File: src/rtl/pps_pkg.sv
package pps_pkg;
   typedef enum logic [2:0] {
      ST_IDLE   = 3'd0,
      ST_SETUP  = 3'd1,
      ST_VPUP   = 3'd2,
      ST_PULSE  = 3'd3,
      ST_PGAP   = 3'd4,
      ST_VDN    = 3'd5,
      ST_READ   = 3'd6,
      ST_FINISH = 3'd7
   } seq_state_t;
endpackage

File: src/rtl/pps_timer.sv
module pps_timer #(
   parameter int W = 8
) (
   input  logic         clk,
   input  logic         rst_n,
   input  logic         load,
   input  logic [W-1:0] load_val,
   output logic         zero
);
   logic [W-1:0] cnt;

   always_ff @(posedge clk or negedge rst_n) begin
      if (!rst_n)          cnt <= '0;
      else if (load)       cnt <= load_val;
      else if (cnt != '0)  cnt <= cnt - 1'b1;
   end

   assign zero = (cnt == '0);

   a_r2_timer_steps: assert property (@(posedge clk) disable iff (!rst_n)
      (!$past(load) && $past(cnt) != '0) |-> (cnt == $past(cnt) - 1'b1));
endmodule

File: src/rtl/pps_compare.sv
module pps_compare #(
   parameter int DATA_W = 8,
   parameter bit ENC_EN = 1'b1
) (
   input  logic [DATA_W-1:0] rdata,
   input  logic [DATA_W-1:0] key,
   input  logic              decrypt,
   input  logic [DATA_W-1:0] expect_byte,
   output logic [DATA_W-1:0] decoded,
   output logic              match
);
   generate
      if (ENC_EN) begin : g_xnor
         assign decoded = decrypt ? ~(rdata ^ key) : rdata;
      end else begin : g_plain
         logic unused_ok;
         assign unused_ok = decrypt ^ (^key);
         assign decoded   = rdata;
      end
   endgenerate

   assign match = (decoded == expect_byte);
endmodule

File: src/rtl/eprom_pulse_prog.sv
module eprom_pulse_prog
   import pps_pkg::*;
#(
   parameter int CLK_HZ      = 50_000_000,
   parameter int PULSE_US    = 100,
   parameter int GAP_US      = 10,
   parameter int PULSE_COUNT = 25,
   parameter int ACCESS_CYC  = 3,
   parameter int ADDR_W      = 14,
   parameter int LO_W        = 8,
   parameter int DATA_W      = 8,
   parameter bit ENC_EN      = 1'b1
) (
   input  logic                     clk,
   input  logic                     rst_n,
   input  logic                     req_valid,
   output logic                     req_ready,
   input  logic                     req_write,
   input  logic [ADDR_W-1:0]        req_addr,
   input  logic [DATA_W-1:0]        req_data,
   input  logic [DATA_W-1:0]        req_key,
   input  logic                     req_decrypt,
   output logic                     done,
   output logic                     pass,
   output logic [DATA_W-1:0]        rd_byte,
   output logic [LO_W-1:0]          addr_lo,
   output logic [ADDR_W-LO_W-1:0]   addr_hi,
   output logic [DATA_W-1:0]        prog_data,
   output logic                     prog_data_oe,
   output logic                     prog_n,
   output logic                     vpp_en,
   output logic                     rd_n,
   input  logic [DATA_W-1:0]        mem_rdata
);
   localparam int CYC_PER_US = CLK_HZ / 1_000_000;
   localparam int PULSE_CYC  = CYC_PER_US * PULSE_US;
   localparam int GAP_CYC    = CYC_PER_US * GAP_US;
   localparam int MAX_A      = (PULSE_CYC > GAP_CYC) ? PULSE_CYC : GAP_CYC;
   localparam int MAX_D      = (MAX_A > ACCESS_CYC) ? MAX_A : ACCESS_CYC;
   localparam int TW         = $clog2(MAX_D + 1);
   localparam int PCW        = $clog2(PULSE_COUNT + 1);

   generate
      if (CYC_PER_US < 1)       begin : g_bad_clk $error("CLK_HZ below 1 MHz"); end
      if (PULSE_CYC < 1)        begin : g_bad_pw  $error("pulse width is zero"); end
      if (GAP_CYC < 1)          begin : g_bad_gap $error("gap is zero"); end
      if (PULSE_COUNT < 1)      begin : g_bad_np  $error("pulse count is zero"); end
      if (ACCESS_CYC < 1)       begin : g_bad_acc $error("access delay is zero"); end
      if (LO_W >= ADDR_W)       begin : g_bad_aw  $error("address split invalid"); end
   endgenerate

   seq_state_t             state, nstate;
   logic                   tmr_load, tmr_zero;
   logic [TW-1:0]          tmr_val;
   logic [PCW-1:0]         pcnt;
   logic [ADDR_W-1:0]      q_addr;
   logic [DATA_W-1:0]      q_data, q_key, dec_byte;
   logic                   q_dec, q_wr, cmp_match;
   logic                   accept;

   assign accept = req_valid && (state == ST_IDLE);

   pps_timer #(.W(TW)) u_timer (
      .clk(clk), .rst_n(rst_n), .load(tmr_load), .load_val(tmr_val), .zero(tmr_zero)
   );

   pps_compare #(.DATA_W(DATA_W), .ENC_EN(ENC_EN)) u_cmp (
      .rdata(mem_rdata), .key(q_key), .decrypt(q_dec), .expect_byte(q_data),
      .decoded(dec_byte), .match(cmp_match)
   );

   always_comb begin
      nstate   = state;
      tmr_load = 1'b0;
      tmr_val  = '0;
      unique case (state)
         ST_IDLE: if (req_valid) begin
            nstate = ST_SETUP; tmr_load = 1'b1; tmr_val = TW'(GAP_CYC - 1);
         end
         ST_SETUP: if (tmr_zero) begin
            tmr_load = 1'b1;
            if (q_wr) begin nstate = ST_VPUP; tmr_val = TW'(GAP_CYC - 1); end
            else      begin nstate = ST_READ; tmr_val = TW'(ACCESS_CYC - 1); end
         end
         ST_VPUP: if (tmr_zero) begin
            nstate = ST_PULSE; tmr_load = 1'b1; tmr_val = TW'(PULSE_CYC - 1);
         end
         ST_PULSE: if (tmr_zero) begin
            nstate = ST_PGAP; tmr_load = 1'b1; tmr_val = TW'(GAP_CYC - 1);
         end
         ST_PGAP: if (tmr_zero) begin
            tmr_load = 1'b1;
            if (pcnt == PCW'(PULSE_COUNT)) begin nstate = ST_VDN; tmr_val = TW'(GAP_CYC - 1); end
            else begin nstate = ST_PULSE; tmr_val = TW'(PULSE_CYC - 1); end
         end
         ST_VDN: if (tmr_zero) begin
            nstate = ST_READ; tmr_load = 1'b1; tmr_val = TW'(ACCESS_CYC - 1);
         end
         ST_READ:   if (tmr_zero) nstate = ST_FINISH;
         ST_FINISH: nstate = ST_IDLE;
         default:   nstate = ST_IDLE;
      endcase
   end

   always_ff @(posedge clk or negedge rst_n) begin
      if (!rst_n) begin
         state   <= ST_IDLE;
         pcnt    <= '0;
         q_addr  <= '0;
         q_data  <= '0;
         q_key   <= '0;
         q_dec   <= 1'b0;
         q_wr    <= 1'b0;
         pass    <= 1'b0;
         rd_byte <= '0;
      end else begin
         state <= nstate;
         if (accept) begin
            pcnt   <= '0;
            q_addr <= req_addr;
            q_data <= req_data;
            q_key  <= req_key;
            q_dec  <= req_decrypt;
            q_wr   <= req_write;
         end
         if (state == ST_PULSE && tmr_zero) pcnt <= pcnt + 1'b1;
         if (state == ST_READ && tmr_zero) begin
            pass    <= cmp_match;
            rd_byte <= dec_byte;
         end
      end
   end

   assign req_ready    = (state == ST_IDLE);
   assign done         = (state == ST_FINISH);
   assign vpp_en       = (state == ST_VPUP) || (state == ST_PULSE) || (state == ST_PGAP);
   assign prog_n       = (state != ST_PULSE);
   assign rd_n         = (state != ST_READ);
   assign prog_data_oe = q_wr && ((state == ST_SETUP) || vpp_en || (state == ST_VDN));
   assign prog_data    = q_data;
   assign addr_lo      = q_addr[LO_W-1:0];
   assign addr_hi      = q_addr[ADDR_W-1:LO_W];

   a_r3_strobe_needs_vpp: assert property (@(posedge clk) disable iff (!rst_n)
      !prog_n |-> vpp_en);
   a_r3_vpp_leads_pulse: assert property (@(posedge clk) disable iff (!rst_n)
      $fell(prog_n) |-> $past(vpp_en));
   a_r5_read_vpp_off: assert property (@(posedge clk) disable iff (!rst_n)
      !rd_n |-> !vpp_en);
   a_r1_busy_after_accept: assert property (@(posedge clk) disable iff (!rst_n)
      (req_valid && req_ready) |=> !req_ready);
   a_r8_done_single: assert property (@(posedge clk) disable iff (!rst_n)
      done |=> !done);
   a_r2_pulse_bound: assert property (@(posedge clk) disable iff (!rst_n)
      pcnt <= PCW'(PULSE_COUNT));
   a_r4_oe_in_pulse: assert property (@(posedge clk) disable iff (!rst_n)
      !prog_n |-> prog_data_oe);
endmodule

File: config.mk
export PLATFORM = sky130hd
export DESIGN_NAME = eprom_pulse_prog
export DESIGN_NICKNAME = d
export VERILOG_FILES = /design/src/rtl/pps_pkg.sv /design/src/rtl/pps_timer.sv /design/src/rtl/pps_compare.sv /design/src/rtl/eprom_pulse_prog.sv
export SDC_FILE = /design/constraint.sdc
export NUM_CORES = 1
export LEC_CHECK = 0
export ABC_AREA = 0
export BUFFER_PORTS_ARGS = -buffer_cell sky130_fd_sc_hd__buf_2
export CAP_MARGIN = 5
export CORE_ASPECT_RATIO = 1.1
export CORE_MARGIN = 2
export CORE_UTILIZATION = 53
export CTS_BUF_LIST = sky130_fd_sc_hd__clkbuf_16
export DETAILED_ROUTE_END_ITERATION = 6
export HOLD_SLACK_MARGIN = 0.03
export PLACE_DENSITY = 0.8
export SLEW_MARGIN = 20
export SYNTH_ARGS = -nofsm -noshare
export SYNTH_HDL_FRONTEND = slang
export SYNTH_SLANG_ARGS = --single-unit
File: constraint.sdc
create_clock -name clk -period 2.9 [get_ports clk]
set_clock_uncertainty 0.2 [all_clocks]
set_input_delay 0.58 -clock clk [delete_from_list [all_inputs] [get_ports clk]]
set_output_delay 0.58 -clock clk [all_outputs]
set_load 0.005 [all_outputs]
# == Word-level counts from Yosys, hierarchy flattened ==
# Index checks and enable logic that the tools add are counted.
# classes
addsub,2
eq_ne,18
mux,27
bitwise_logic,2
n_reduce_logical,15
# op_table
op,count
one-hot mux 13 bit (6 select lines),1
2-to-1 mux 13 bit,5
2-to-1 mux 9 bit,4
2-to-1 mux 3 bit,9
one-hot mux 3 bit (8 select lines),1
"inequality test 2 bit, second input constant",7
zero test 13 bit,1
nonzero test 13 bit,1
"subtractor 13 x 1 -> 13 bit, second input constant",1
"equality test 3 bit, second input constant",4
2-to-1 mux 5 bit,2
equality test 8 bit,1
2-to-1 mux 8 bit,1
inverter 8 bit,1
bitwise XOR 8 bit,1
AND reduction 7 bit,1
"equality test 3 x 2 -> 1 bit, second input constant",2
"adder 5 x 1 -> 5 bit, second input constant",1
"equality test 5 bit, second input constant",1
OR reduction 5 bit,1
logical AND 1 bit,4
logical OR 1 bit,4
nonzero test 2 bit,2
"equality test 3 x 1 -> 1 bit, second input constant",1
6 further kinds,7
# totals
reg_bits,62
in_bits,43
out_inout_bits,37
wordCells,74

# == Logic depth before layout (Yosys ltp) ==
# depth
depth_word,6
mapped_depth,9
depth_no_buf,7

# == By module ==
# From an unflattened synthesis, not the netlist that was laid out.
# unflattened
cells_unflattened,274
area_unflattened_um2,3271.9
# modules_own_cells
mod,n_inst,cells_per_inst,area_per_inst_um2,seq_area_each_um2
eprom_pulse_prog,1,163,2188.3,1226.2
pps_timer,1,82,767.0,325.3
pps_compare,1,29,316.6,0.0

# == Worst setup path after synthesis ==
# No wires, ideal clock.
# synth_path
path_type,register -> register
start,register u_timer.cnt[0]
end,register u_timer.cnt[10]
setup_time_ps,73
t_arrival_ps,1884
required_time_ps,2627
path_slack_ps,743
path_stages_with_launch,8
n_path_buf,0
synth_period_minus_slack_ps,2157
path_cell_list,dfrtp_1 -> inv_1 -> ha_1 -> nor3b_4 -> nand2_4 -> or4_1 -> or3_1 -> a21oi_2
# synth_between
elab_chain_len,4
word_cells_on_any_way,10
cone_classes,1 x add/sub; 6 x mux; 3 x reduce/logical
# synth_lines
element,line,source
"start, declared",pps_timer.sv:10,logic [W-1:0] cnt;
"start signal, assigned",pps_timer.sv:14,else if (load) cnt <= load_val;
"start signal, assigned",pps_timer.sv:15,else if (cnt != '0) cnt <= cnt - 1'b1;
"parallel branches: the longest is 4 deep, another holds subtractor 13 x 1 -> 13 bit",--,
# Several ways; the timed one is not identified. The select of a mux whose other input is x is not followed.
# A chain may end at the register's enable or synchronous reset.

# == Worst setup path in the final report ==
# layout_path
start,register state[1]
end,output prog_data_oe
# layout_between
elab_chain_len,6
word_cells_on_any_way,10
cone_classes,5 x eq/ne; 5 x reduce/logical
# layout_lines
element,line,source
"start, declared",eprom_pulse_prog.sv:52,"seq_state_t state, nstate;"
"start signal, assigned",eprom_pulse_prog.sv:117,state <= nstate;
equality test 3 x 2 -> 1 bit,eprom_pulse_prog.sv:136,assign vpp_en = (state == ST_VPUP) || (state == ST_PULSE) || (state == ST_PGAP);
logical OR 1 bit (2 in series),eprom_pulse_prog.sv:136,
logical OR 1 bit,eprom_pulse_prog.sv:139,assign prog_data_oe = q_wr && ((state == ST_SETUP) || vpp_en || (state == ST_VDN));
logical OR 1 bit *,eprom_pulse_prog.sv:139,
logical AND 1 bit *,eprom_pulse_prog.sv:139,
"end, declared",eprom_pulse_prog.sv:29,"output logic prog_data_oe,"
# Mark *: on every way between the ends. The rest lies on a longest branch, timed or not.

==> reports/metrics.cfg <==
[floorplanning]
rows = 29
die-area_um2 = 6394
die_y_um = 83.67
die_x_um = 76.43
ioPinCount = 80
initial_core_util = 0.5402
coreArea_um2 = 5660

[logic_synthesis]
seq_area_frac_synth = 0.5074
yosysUniqueCellTypes = 45
ys_ff_latch = 62
postSynth.asyncResetShare = 1.000
synth_edf_count = 0
syn_avg_cell_area_um2 = 8.994
synth_area_um2 = 3058
syn_inst = 340
ys.flop_type = dfrtp_1
ys.warnings.count = 0
synth_nets = 386

[timing]
final_max_slew_viol_count = 0
min_period_ns = 2.508
tightestPinTransition_ns = 0.6770
period_share = 0.8650
fmax_ghz = 0.3987
slew_headroom = 0.5487
setup_viol = 0
hold_violations = 0
rsz0062_at_grt = false
tns_ns = 0

[worst_setup_path]
cp_slowest_cell = dfrtp_1
r2r_end = pcnt[3]
critPathMaxFanout = 13
reg2reg_from = u_timer.cnt[0]
startpoint = state[1]
arrival_ns = 1.73
reg2reg_slack_ns = 0.52
path_cells = nor3_1, a21oi_1, and2_1, buf_2
cp.required_ns = 2.12
worst-path-buf-inv = 1
worstSetupEndpoint = prog_data_oe
crit_family = simple AND/OR/NAND/NOR gates
r2r_cells = 7
end_kind = output port
cp-start-kind = register
path_class = reg2out
worstSetupPathDepth = 4
slowest_delay_ns = 0.51

[cts]
insertion_delay_ns = 0.32
clkSinkCount = 62
cts.htree.levels = 3
cts_resized = 0
cts_hold_buf = 0
numCtsBuffers = 9
clk_path_buf_depth = 2
cts_tree = yes
clk_pin_slew_worst_paths_ns = 0.05
cts_setup_buffers = 0
clockRootBuffer = clkbuf_16

[routing]
drt.antenna.violating_nets = 0
num_vias = 2619
via_per_inst = 5.228
drt_first_pass_iters = 4
drc = 0
routed_wl_um = 6952
wire_per_inst_um = 13.88
drtIter0Drc = 155

[final_layout]
most-common-layout-cells = 115 x nand2_1, 79 x buf_2, 62 x dfrtp_1
fin_nets = 465
layout-drive-gt1-share = 0.2547
areaGrowthSynthToFinish_pct = 24.02
num_antenna_cells = 0
final_common_cell = nand2_1

[grt]
antenna_found_initial = 0
grt_max_degree = 41
grt_remaining_overflow = 0
grt_pass1_vias = 2540
grt_pass1_wl_um = 11680
track_usage = 0.2320

[power_and_ir_drop]
ir_drop_uv = 507.0
p_leak_uw = 0.001880
total_power_uw = 2440
power_density_nw_per_um2 = 643.3

[place]
place_congestion = 0.8128
io_buffers = 79
dp_hpwl_um = 4894

[worst_hold_path]
hp-class = in2async

[flow_run]
cap_violations = 0

[status]
status = complete, no violations

-- synthesized netlist by cell type (6+ instances only) --
cell      count  area share
nand2_1     115        0.14
a21oi_1       8       0.013
dfrtp_1      62        0.51
nand2b_1      7       0.014
nor2_1       15       0.018
o21ai_0      26       0.043
xnor2_1      16       0.046
inv_1         6      0.0074
o31ai_1       6       0.015
nor3_1        6      0.0098
nor2b_1       6       0.012
nand3_1       6      0.0098
xor2_1        6       0.017
clkbuf_1     10       0.012
-- report_power, final --
part           switching [uW]  internal, uW
combinational             197           203
sequential                126           979
clock                     365           569
total                     688          1750
-- worst min-delay path by stage --
stage                    from   endpoint  slack, ns  cells after the start
floorplan               rst_n       pass       0.08                      0
global placement     q_key[0]   q_key[0]       0.25                      2
detailed placement  q_addr[2]  q_addr[2]       0.26                      2
CTS                     rst_n   state[2]       0.13                      1
global route            rst_n   state[2]       0.15                      1
finish                  rst_n   state[2]       0.09                      1
-- per-layer routing --
layer	GRT usage	vias to the layer above	part of all wire
li1	-	1285	-
met1	0.2799	1225	0.42
met2	0.3910	93	0.51
met3	0.06169	16	0.051
met4	0.1025	0	0.023
met5	0	-	0
-- final cells by class --
class                           count  area (um2)
Fill cell                         472        1868
Sequential cell                    62        1551
Multi-Input combinational cell    257        1416
Timing Repair Buffer               83       437.9
Clock buffer                        9       225.2
Tap cell                           77       96.34
Clock inverter                      7       42.54
Inverter                            6       22.52
-- worst reg2reg max path, stage by stage, from the launching register on --
cell,delay (ns)
dfrtp_1,0.39
inv_1,0.11
ha_1,0.20
nor3b_4,0.31
nand4_2,0.25
buf_4,0.25
or2_2,0.33
o31ai_1,0.24
-- sequential cells by signal (all words and copies together), names as in the netlist --
name	count
pass	1
pcnt	5
prog_data	8
q_addr	14
q_dec	1
q_key	8
q_wr	1
rd_byte	8
state	3
u_timer.cnt	13
-- per-stage QoR --
stage / area, um2 / setup slack [ns] / util / std cells / hold slack, ns
after floorplan: 3058 / 0.7434 / - / 340 / 0.08441
after global placement: 3525 / 0.6455 / 0.6227 / 485 / 0.2519
after detailed placement: 3525 / 0.4969 / 0.6227 / 485 / 0.2576
after CTS: 3792 / 0.4460 / 0.6700 / 501 / 0.1292
after global routing: 3792 / 0.3169 / 0.6700 / 501 / 0.1476
final: 3792 / 0.3916 / 0.6700 / 501 / 0.09500
-- kinds of logic after synthesis --
logic type	count (synthesis)	share of synthesized area
flip-flops	62	0.5074
XOR/XNOR	25	0.08101
AND/OR/NAND/NOR	177	0.2700
multiplexers	1	0.003273
buffers and inverters	21	0.02946
adder cells (fa/ha/maj)	3	0.01228
AO/OA/AOI/OAI	51	0.09657
Power figures use the tool's default switching activity.
